### src/rtl/nand_rdseq_pkg.sv
package nand_rdseq_pkg;
   typedef enum logic [3:0] {
      ST_IDLE, ST_WRDY, ST_CMD1, ST_ADDR, ST_CMD2,
      ST_WB, ST_BUSY, ST_RR, ST_READ, ST_DONE, ST_ERR
   } rdseq_state_e;
   localparam logic [7:0] CMD_SETUP   = 8'h00;
   localparam logic [7:0] CMD_CONFIRM = 8'h30;
   localparam int         N_ADDR      = 5;
endpackage

### src/rtl/nand_rdseq_sync.sv
module nand_rdseq_sync #(
   parameter int   STAGES  = 2,
   parameter logic RST_VAL = 1'b0
) (
   input  logic clk,
   input  logic rst_n,
   input  logic d_i,
   output logic q_o
);
   if (STAGES < 2) begin : g_bad_stages
      $error("nand_rdseq_sync: STAGES must be at least 2");
   end

   logic [STAGES-1:0] chain_q;

   always_ff @(posedge clk or negedge rst_n) begin
      if (!rst_n) chain_q <= {STAGES{RST_VAL}};
      else        chain_q <= {chain_q[STAGES-2:0], d_i};
   end

   assign q_o = chain_q[STAGES-1];
endmodule

### src/rtl/nand_rdseq_fmt.sv
module nand_rdseq_fmt #(
   parameter int DW    = 8,
   parameter int COL_W = 12,
   parameter int ROW_W = 17
) (
   input  logic             is_cmd_i,
   input  logic [7:0]       cmd_i,
   input  logic [2:0]       idx_i,
   input  logic [COL_W-1:0] col_i,
   input  logic [ROW_W-1:0] row_i,
   output logic [DW-1:0]    io_o
);
   logic [15:0] col_x;
   logic [23:0] row_x;
   logic [7:0]  byte_sel;

   assign col_x = 16'(col_i);
   assign row_x = 24'(row_i);

   always_comb begin
      if (is_cmd_i) byte_sel = cmd_i;
      else begin
         case (idx_i)
            3'd0:    byte_sel = col_x[7:0];
            3'd1:    byte_sel = col_x[15:8];
            3'd2:    byte_sel = row_x[7:0];
            3'd3:    byte_sel = row_x[15:8];
            default: byte_sel = row_x[23:16];
         endcase
      end
   end

   if (DW == 8) begin : g_x8
      assign io_o = byte_sel;
   end else begin : g_x16
      assign io_o = {{(DW-8){1'b0}}, byte_sel};
   end
endmodule

### src/rtl/nand_rdseq.sv
module nand_rdseq
   import nand_rdseq_pkg::*;
#(
   parameter int DW       = 8,
   parameter int COL_W    = 12,
   parameter int PAGE_W   = 6,
   parameter int BLK_W    = 11,
   parameter int CNT_W    = 12,
   parameter int T_WP     = 2,
   parameter int T_WH     = 2,
   parameter int T_WB     = 4,
   parameter int T_RR     = 2,
   parameter int T_TMO    = 200,
   parameter int SYNC_STG = 2
) (
   input  logic              clk,
   input  logic              rst_n,
   input  logic              start_i,
   input  logic [BLK_W-1:0]  block_i,
   input  logic [PAGE_W-1:0] page_i,
   input  logic [COL_W-1:0]  col_i,
   input  logic [CNT_W-1:0]  count_i,
   output logic              busy_o,
   output logic              done_o,
   output logic              err_o,
   output logic              nand_ce_n,
   output logic              nand_cle,
   output logic              nand_ale,
   output logic              nand_we_n,
   output logic              nand_re_n,
   output logic [DW-1:0]     nand_io_o,
   output logic              nand_io_oe,
   input  logic [DW-1:0]     nand_io_i,
   input  logic              nand_rb_n,
   output logic [DW-1:0]     rd_data_o,
   output logic              rd_valid_o
);
   localparam int ROW_W = BLK_W + PAGE_W;
   localparam int SLOT  = T_WP + T_WH;
   localparam int TW    = $clog2(SLOT + T_WB + T_RR + 1);
   localparam int OW    = $clog2(T_TMO + 1);

   if (!(DW == 8 || DW == 16)) begin : g_bad_dw
      $error("nand_rdseq: DW must be 8 or 16");
   end
   if (ROW_W > 24 || COL_W > 16) begin : g_bad_addr
      $error("nand_rdseq: row must fit 24 bits and column 16 bits");
   end
   if (T_WP < 1 || T_WH < 1 || T_WB < 1 || T_RR < 1 || T_TMO < 2) begin : g_bad_time
      $error("nand_rdseq: timing parameters out of range");
   end

   rdseq_state_e     state_q;
   logic [TW-1:0]    tmr_q;
   logic [OW-1:0]    tmo_q;
   logic [2:0]       aidx_q;
   logic [COL_W-1:0] col_q;
   logic [ROW_W-1:0] row_q;
   logic [CNT_W-1:0] left_q;
   logic             rb_s;
   logic             slot_end, wr_phase, low_phase;

   nand_rdseq_sync #(.STAGES(SYNC_STG), .RST_VAL(1'b0)) u_rb_sync (
      .clk(clk), .rst_n(rst_n), .d_i(nand_rb_n), .q_o(rb_s)
   );

   nand_rdseq_fmt #(.DW(DW), .COL_W(COL_W), .ROW_W(ROW_W)) u_fmt (
      .is_cmd_i (state_q != ST_ADDR),
      .cmd_i    ((state_q == ST_CMD2) ? CMD_CONFIRM : CMD_SETUP),
      .idx_i    (aidx_q),
      .col_i    (col_q),
      .row_i    (row_q),
      .io_o     (nand_io_o)
   );

   assign slot_end  = (tmr_q == TW'(SLOT - 1));
   assign low_phase = (tmr_q < TW'(T_WP));

   always_ff @(posedge clk or negedge rst_n) begin
      if (!rst_n) begin
         state_q    <= ST_IDLE;
         tmr_q      <= '0;
         tmo_q      <= '0;
         aidx_q     <= '0;
         col_q      <= '0;
         row_q      <= '0;
         left_q     <= '0;
         rd_data_o  <= '0;
         rd_valid_o <= 1'b0;
      end else begin
         rd_valid_o <= 1'b0;
         case (state_q)
            ST_IDLE: if (start_i) begin
               col_q   <= col_i;
               row_q   <= {block_i, page_i};
               left_q  <= count_i;
               tmo_q   <= '0;
               state_q <= ST_WRDY;
            end
            ST_WRDY, ST_BUSY: begin
               if (rb_s) begin
                  tmr_q   <= '0;
                  state_q <= (state_q == ST_WRDY) ? ST_CMD1 : ST_RR;
               end else if (tmo_q == OW'(T_TMO - 1)) state_q <= ST_ERR;
               else tmo_q <= tmo_q + 1'b1;
            end
            ST_CMD1: begin
               tmr_q <= slot_end ? '0 : tmr_q + 1'b1;
               if (slot_end) begin
                  aidx_q  <= '0;
                  state_q <= ST_ADDR;
               end
            end
            ST_ADDR: begin
               tmr_q <= slot_end ? '0 : tmr_q + 1'b1;
               if (slot_end) begin
                  if (aidx_q == 3'(N_ADDR - 1)) state_q <= ST_CMD2;
                  else aidx_q <= aidx_q + 1'b1;
               end
            end
            ST_CMD2: begin
               tmr_q <= slot_end ? '0 : tmr_q + 1'b1;
               if (slot_end) state_q <= ST_WB;
            end
            ST_WB: begin
               tmr_q <= tmr_q + 1'b1;
               if (tmr_q == TW'(T_WB - 1)) begin
                  tmo_q   <= '0;
                  state_q <= ST_BUSY;
               end
            end
            ST_RR: begin
               tmr_q <= tmr_q + 1'b1;
               if (tmr_q == TW'(T_RR - 1)) begin
                  tmr_q   <= '0;
                  state_q <= (left_q == '0) ? ST_DONE : ST_READ;
               end
            end
            ST_READ: begin
               tmr_q <= slot_end ? '0 : tmr_q + 1'b1;
               if (tmr_q == TW'(T_WP - 1)) begin
                  rd_data_o  <= nand_io_i;
                  rd_valid_o <= 1'b1;
                  left_q     <= left_q - 1'b1;
               end
               if (slot_end && left_q == '0) state_q <= ST_DONE;
            end
            default: state_q <= ST_IDLE;
         endcase
      end
   end

   always_comb begin
      wr_phase   = (state_q == ST_CMD1) || (state_q == ST_ADDR) || (state_q == ST_CMD2);
      nand_cle   = (state_q == ST_CMD1) || (state_q == ST_CMD2);
      nand_ale   = (state_q == ST_ADDR);
      nand_we_n  = !(wr_phase && low_phase);
      nand_re_n  = !((state_q == ST_READ) && low_phase);
      nand_io_oe = wr_phase;
      nand_ce_n  = (state_q == ST_IDLE) || (state_q == ST_WRDY) ||
                   (state_q == ST_DONE) || (state_q == ST_ERR);
      busy_o     = (state_q != ST_IDLE);
      done_o     = (state_q == ST_DONE);
      err_o      = (state_q == ST_ERR);
   end

   // latch strobes exclusive, bus steady across the write pulse
   a_r3_cle_ale_excl: assert property (@(posedge clk) disable iff (!rst_n)
      !(nand_cle && nand_ale));
   a_r3_steady_at_we_rise: assert property (@(posedge clk) disable iff (!rst_n)
      $rose(nand_we_n) |-> ($stable(nand_io_o) && $stable(nand_cle) && $stable(nand_ale)));
   // no write cycle while synchronized ready/busy reports busy
   a_r4_no_we_when_busy: assert property (@(posedge clk) disable iff (!rst_n)
      !rb_s |-> nand_we_n);
   // bus released whenever read enable is low
   a_r7_oe_off_on_read: assert property (@(posedge clk) disable iff (!rst_n)
      !nand_re_n |-> !nand_io_oe);
   // a data strobe always follows a read-enable low cycle
   a_r8_valid_after_re: assert property (@(posedge clk) disable iff (!rst_n)
      rd_valid_o |-> $past(!nand_re_n));
   // chip enable is released only at completion or error
   a_r5_ce_release: assert property (@(posedge clk) disable iff (!rst_n)
      $rose(nand_ce_n) |-> (done_o || err_o));
   // error and completion never coincide
   a_r10_err_excl: assert property (@(posedge clk) disable iff (!rst_n)
      !(done_o && err_o));
endmodule

### config.mk
export PLATFORM = sky130hd
export DESIGN_NAME = nand_rdseq
export DESIGN_NICKNAME = d
export VERILOG_FILES = /design/src/rtl/nand_rdseq_pkg.sv /design/src/rtl/nand_rdseq_sync.sv /design/src/rtl/nand_rdseq_fmt.sv /design/src/rtl/nand_rdseq.sv
export SDC_FILE = /design/constraint.sdc
export NUM_CORES = 1
export LEC_CHECK = 0
export BUFFER_PORTS_ARGS = -buffer_cell sky130_fd_sc_hd__buf_2
export CORE_MARGIN = 10
export CORE_UTILIZATION = 25
export CTS_BUF_LIST = sky130_fd_sc_hd__clkbuf_8 sky130_fd_sc_hd__clkbuf_16
export DETAILED_ROUTE_END_ITERATION = 16
export GPL_ROUTABILITY_DRIVEN = 0
export PLACE_DENSITY = 0.53
export SKIP_LAST_GASP = 1
export SYNTH_ARGS = -nofsm -noshare
export SYNTH_HDL_FRONTEND = slang
export SYNTH_SLANG_ARGS = --single-unit
### constraint.sdc
create_clock -name clk -period 3 [get_ports clk]
set_clock_uncertainty 0.2 [all_clocks]
set_input_delay 0 -clock clk [delete_from_list [all_inputs] [get_ports clk]]
set_output_delay 0 -clock clk [all_outputs]
set_load 0.005 [all_outputs]
# Yosys cells after proc, flatten, opt, wreduce, memory -nomap -nowiden
# Index checks and enable logic that the tools add are counted.
[totals]
regBits = 71
output_inout_bits = 26
word_cells = 109
[classes]
add_sub_neg = 4
order_cmp = 1
eq_ne = 32
mux = 34
n_reduce_logical = 28
[op_table]
columns = ["operator", "n"]
rows = [
  ["$mux W4", 13],
  ["$mux W8", 5],
  ["$pmux W4 S8", 1],
  ["$pmux W8 S4", 1],
  ["$mux W12", 2],
  ["$pmux W12 S2", 1],
  ["$pmux W8 S3", 1],
  ["$ne A2 B2 Y1 const B", 10],
  ["$eq A4 B3 Y1 const B", 4],
  ["$pmux W4 S4", 1],
  ["$eq A4 B2 Y1 const B", 3],
  ["$eq A4 B4 Y1 const B", 3],
  ["$logic_not A12 Y1", 1],
  ["$mux W3", 4],
  ["$sub A12 B1 Y12 const B", 1],
  ["$reduce_and A9 Y1", 1],
  ["$add A8 B1 Y8 const B", 1],
  ["$eq A4 B1 Y1 const B", 2],
  ["$eq A8 B8 Y1 const B", 1],
  ["$reduce_bool A4 Y1", 2],
  ["$eq A3 B2 Y1 const B", 2],
  ["$logic_or A1 B1 Y1", 6],
  ["$mux W6", 1],
  ["$ne A2 B1 Y1 const B", 3],
  ["21 further kinds", 29],
]

# Longest topological paths before layout
[depth]
depth_word = 5
mapped_depth = 9

# Hierarchy
# Synthesis repeated with hierarchy kept, for this count alone.
[hier_totals]
cells_unflattened = 376
area_unflattened_um2 = 3927.5
[by_module_without_submodules]
columns = ["module", "instances", "cells_per_inst", "area_per_inst_um2"]
rows = [
  ["nand_rdseq", 1, 344, 3565.9],
  ["nand_rdseq_fmt", 1, 30, 311.5],
  ["nand_rdseq_sync", 1, 2, 50.0],
]

# Worst setup path before layout
# OpenSTA, ideal clock, no wires.
[synth_path]
path_kind = "reg-to-reg"
from = "register tmr_q[1]"
to = "register state_q[0]"
t_arrival_ns = 1.897
required_ns = 2.675
path_slack_ns = 0.778
path_stages_with_launch = 8
period_less_slack_ns = 2.222
path_cell_list = "dfrtp_1 -> inv_1 -> ha_1 -> nor3b_1 -> nor2_1 -> a221oi_1 -> and4_4 -> mux2_4"
[synth_between]
elab_chain_cells = 4
word_cells_on_any_way = 10
[synth_lines]
columns = ["element", "line", "text"]
rows = [
  ["start: declaration", "nand_rdseq.sv:54", "logic [TW-1:0] tmr_q;"],
  ["start signal: assignment", "nand_rdseq.sv:108", "tmr_q <= slot_end ? '0 : tmr_q + 1'b1;"],
  ["start signal: assignment", "nand_rdseq.sv:115", "tmr_q <= slot_end ? '0 : tmr_q + 1'b1;"],
  ["start signal: assignment", "nand_rdseq.sv:122", "tmr_q <= slot_end ? '0 : tmr_q + 1'b1;"],
  ["$eq A4 B2 Y1", "nand_rdseq.sv:76, nand_rdseq.sv:127", ""],
  ["$logic_and A1 B1 Y1", "nand_rdseq.sv:146", "if (slot_end && left_q == '0) state_q <= ST_DONE;"],
  ["$ne A2 B2 Y1 (no line)", "--", ""],
  ["$reduce_and A9 Y1 (no line) (*)", "--", ""],
  ["end signal: assignment", "nand_rdseq.sv:103", "state_q <= (state_q == ST_WRDY) ? ST_CMD1 : ST_RR;"],
  ["end signal: assignment", "nand_rdseq.sv:136", "state_q <= (left_q == '0) ? ST_DONE : ST_READ;"],
  ["end: declaration", "nand_rdseq.sv:53", "rdseq_state_e state_q;"],
]
# Every way passes the cells marked *; elsewhere a longest branch is shown, timed or not.
# A chain may end at the register's enable or synchronous reset.

# Worst setup path in the final report
[layout_path]
from = "register state_q[1]"
to = "output nand_io_o[4]"
[layout_between]
elab_chain_cells = 3
word_cells_on_any_way = 4
[layout_lines]
columns = ["element", "line", "text"]
rows = [
  ["$eq A4 B3 Y1", "nand_rdseq.sv:69", ".cmd_i ((state_q == ST_CMD2) ? CMD_CONFIRM : CMD_SETUP),"],
  ["$mux W6", "nand_rdseq.sv:69", ""],
  ["$mux W8 (*)", "nand_rdseq_fmt.sv:21", "if (is_cmd_i) byte_sel = cmd_i;"],
  ["end: declaration", "nand_rdseq.sv:31", "output logic [DW-1:0] nand_io_o,"],
]
# Marked as above.

==> metrics.md <==
| Metric | Value |
|---|---|
| Post-route DRC | `0` |
| Setup WS pre-CTS | `0.454 ns` |
| Min Tclk post-route | `2.64 ns` |
| Placeable Area | `0.0157 sq mm` |
| Pre-antenna DRT Iters | `5` |
| Worst path slowest cell | `dfrtp_1` |
| Pwr dens | `912 mW/mm^2` |
| CP max FO | `20` |
| Hold Path Sink | `state_q[1]` |
| Die outline area | `0.0214 sq mm` |
| Worst path cell trace | `nor3b_2, and2_1, o21ai_1, o22ai_1, buf_2` |
| First DRT Iteration DRCs | `321` |
| Final ANT Viol Nets | `0` |
| Final Hold Fails | `0` |
| TritonCTS buffer count | `9` |
| Setup Buffers After CTS | `0` |
| Final TNS setup | `0 ns` |
| Reg2reg end | `left_q[4]` |
| Count of different cell masters after synthesis | `64` |
| Top cell type's share of synthesized area | `44.7%` |
| Fillers | `1562` |
| Fin worst setup slack | `0.363 ns` |
| Yosys top cell by area | `dfrtp_1` |
| Clock-pin slew on the worst setup and hold paths | `0.06 ns` |
| CP delay by family, top | `flip-flops` |
| Total Wirelength | `11400 um` |
| Kind of critical path | `reg2out` |
| Simple-Gate Fraction of Synth Area | `18.2%` |
| Worst-Margin Slew | `1.00 ns` |
| Hold Worst Slack | `0.0579 ns` |
| R2R setup slack | `0.41 ns` |
| Clock latency at the later pin of the worst-skew pair | `0.33 ns` |
| Post-synthesis instance area | `0.00398 sq mm` |
| RSZ-0062 raised after global routing | `false` |
| Die height | `146 um` |
| First-pass GRT wire length | `19300 um` |
| Register Area | `0.00178 sq mm` |
| DR vias | `3510` |
| Achievable frequency | `379 MHz` |
| Rel. slew slack | `33.0%` |
| TritonCTS clock tree | `yes` |
| Overflow left after global routing | `0` |
| Post-synthesis adder-cell area fraction | `3.14%` |
| Initial core utilization | `25.3%` |
| CTS root buffer | `clkbuf_16` |
| Largest net degree at the start of global routing | `46` |
| Cells after synthesis | `395` |
| Row count | `46` |
| Synthesized flop and latch total | `71` |
| FFs w/ async S/R, synth | `100%` |
| CP peak stage delay | `0.74 ns` |
| ANT cells | `0` |
| Area Growth Syn to Fin | `35.2%` |
| Drt wl/cell | `15.5 um` |
| Boundary pin count | `79` |
| Fin crit share | `87.9%` |
| Setup crit end kind | `output pin` |
| Hpwl dp | `8080 um` |
| Syn. warnings | `0` |
| Final Core Density | `34.2%` |
| Main combinational cell family by area after synthesis | `simple AND/OR/NAND/NOR gates` |
| Mapped Nets | `458` |
| Layout cells sized above 1 | `29.6%` |
| Vias in the first global route | `3750` |
| Peak supply drop | `432 uV` |
| H-tree depth | `3` |
| Fin nets | `579` |
| Syn Area/Cell | `10.1 sq um` |
| WP data required | `2.80 ns` |
| DP Area | `0.00456 sq mm` |
| IO Port Bufs | `78` |
| Final Max Tran Viols | `0` |
| Multiplexer share of the synthesized area | `11.1%` |
| Most frequent cell after synthesis | `dfrtp_1` |
| Hold WC Path Type | `in2reg` |
| Status | `finished, final reports clean` |
| Crit path buf inv count | `1` |
| Hold path depth | `4` |
| Path depth of the worst reg2reg path | `4` |
| Initial antenna violation count | `0` |
| Number of flops mapped to enable cells by yosys | `0` |
| # clock sinks | `71` |
| Seq/Total Area, Yosys | `44.7%` |
| Crit path arrival time | `2.44 ns` |
| Main flop type after synthesis | `dfrtp_1` |
| Final setup viols | `0` |
| Critical R2R Launch | `state_q[3]` |
| Synth area leaders | `dfrtp_1 45%, mux2_2 11%, a21oi_1 3.8%, nor2_1 3.4%, ha_1 3.1%` |
| Area of the multi-input gates | `0.00202 sq mm` |
| Vias per cell | `4.76` |
| Hold Startpoint | `start_i` |
| XOR/XNOR Fraction of Synth Area | `0.220%` |
| Top cells by count, synth | `71 x dfrtp_1, 38 x mux2_2, 36 x nor2_1` |
| Clk buf depth | `2` |
| Crit start category | `flip-flop` |
| Compound-gate portion of the synthesized area | `18.0%` |
| Post-CTS Resized | `0` |
| Max_cap viols | `0` |
| Post-route design area | `0.00538 sq mm` |
| Tot GR Track Use | `10.7%` |
| Die width | `146 um` |
| Leak Pwr | `0.00234 uW` |
-- timing repair --
item | in CTS | in global routing
hold buffers | 51 | 0
endpoints found under the setup margin | 0 | 0
endpoints found under the hold margin | 76 | 0
-- cell type report --
| class | instances | share of cell area (%) |
|---|---|---|
| Clock buffer | 10 | 4.44 |
| Sequential cell | 71 | 33.0 |
| Tap cell | 216 | 5.03 |
| Multi-Input combinational cell | 286 | 37.6 |
| Timing Repair Buffer | 134 | 17.7 |
| Clock inverter | 6 | 1.28 |
| Inverter | 14 | 0.977 |
-- cell families (layout without fill, tap and decap cells) --
logic type / Yosys count / after routing
AOI/OAI and AO/OA: 102 / 102
xor gates and xnor gates: 1 / 1
adders and majority gates: 10 / 10
buffers and inverters: 38 / 164
DFF: 71 / 71
muxes: 39 / 39
and+or+nand+nor: 134 / 134
-- report_power, final --
part	internal (uW)	leakage [uW]	switching, uW	total [uW]
clock	671	0.000149	428	1100
combinational	997	0.00133	998	2000
sequential	1370	0.000859	438	1810
total	3040	0.00234	1860	4910
-- routing by layer --
layer	share of wire [%]	global-route usage, %	vias to the layer above	wire length (um)
li1	-	-	1701	-
met1	47	13.8	1728	5320
met2	48	17.1	77	5490
met3	4.9	3.00	4	555
met4	0.55	3.25	0	63
met5	0	0	-	0
-- worst max path at each step --
| stage | startpoint | endpoint | slack (ns) | depth (start not counted) |
|---|---|---|---|---|
| 6_report | state_q[1] | nand_io_o[4] | 0.36 | 5 |
| 3_5_place_dp | state_q[3] | left_q[4] | 0.45 | 4 |
| 4_1_cts | state_q[1] | nand_io_o[4] | 0.32 | 5 |
| 3_3_place_gp | state_q[3] | left_q[4] | 0.57 | 4 |
| 2_1_floorplan | tmr_q[1] | state_q[0] | 0.78 | 7 |
| 5_1_grt | state_q[1] | nand_io_o[5] | 0.10 | 5 |
-- sequential cells by signal (all words and copies together), names as in the netlist --
register           cells
aidx_q                 3
tmo_q                  8
row_q                 17
tmr_q                  4
state_q                4
rd_data_o              8
rd_valid_o             1
left_q                12
col_q                 12
u_rb_sync.chain_q      2
-- through the flow --
stage / instances / power [uW]
after floorplan: 395 / 3210
after global placement: 670 / 3700
after detailed placement: 670 / 3770
after CTS: 737 / 4950
after global routing: 737 / 5310
final: 737 / 4910
-- layout by cell type (no fill, tap or decap), types with 3 or more instances in the layout --
cell	netlist	final
o22ai_1	5	5
mux2_2	38	38
nand3_1	18	18
o31ai_1	3	3
a222oi_1	8	8
a31oi_1	5	5
buf_4	1	4
nor2b_1	5	5
clkbuf_16	0	9
and3_1	4	4
a21oi_1	30	30
a22o_1	6	6
o21ai_0	17	17
inv_1	14	14
nand2b_1	6	6
nor2_1	36	36
dfrtp_1	71	71
nand2_1	26	26
ha_1	10	10
buf_2	11	78
nor3b_1	5	5
a32o_1	4	4
nor4_1	3	3
nand4_1	4	4
nor3_1	6	6
dlygate4sd3_1	0	51
-- tightest hold or removal path, delay by kind of cell --
family          cells  cell delay (ns)
compound gates      2             0.25
buf+inv             1             0.14
simple gates        1             0.14
No activity file was read; power rests on OpenSTA's default activity.
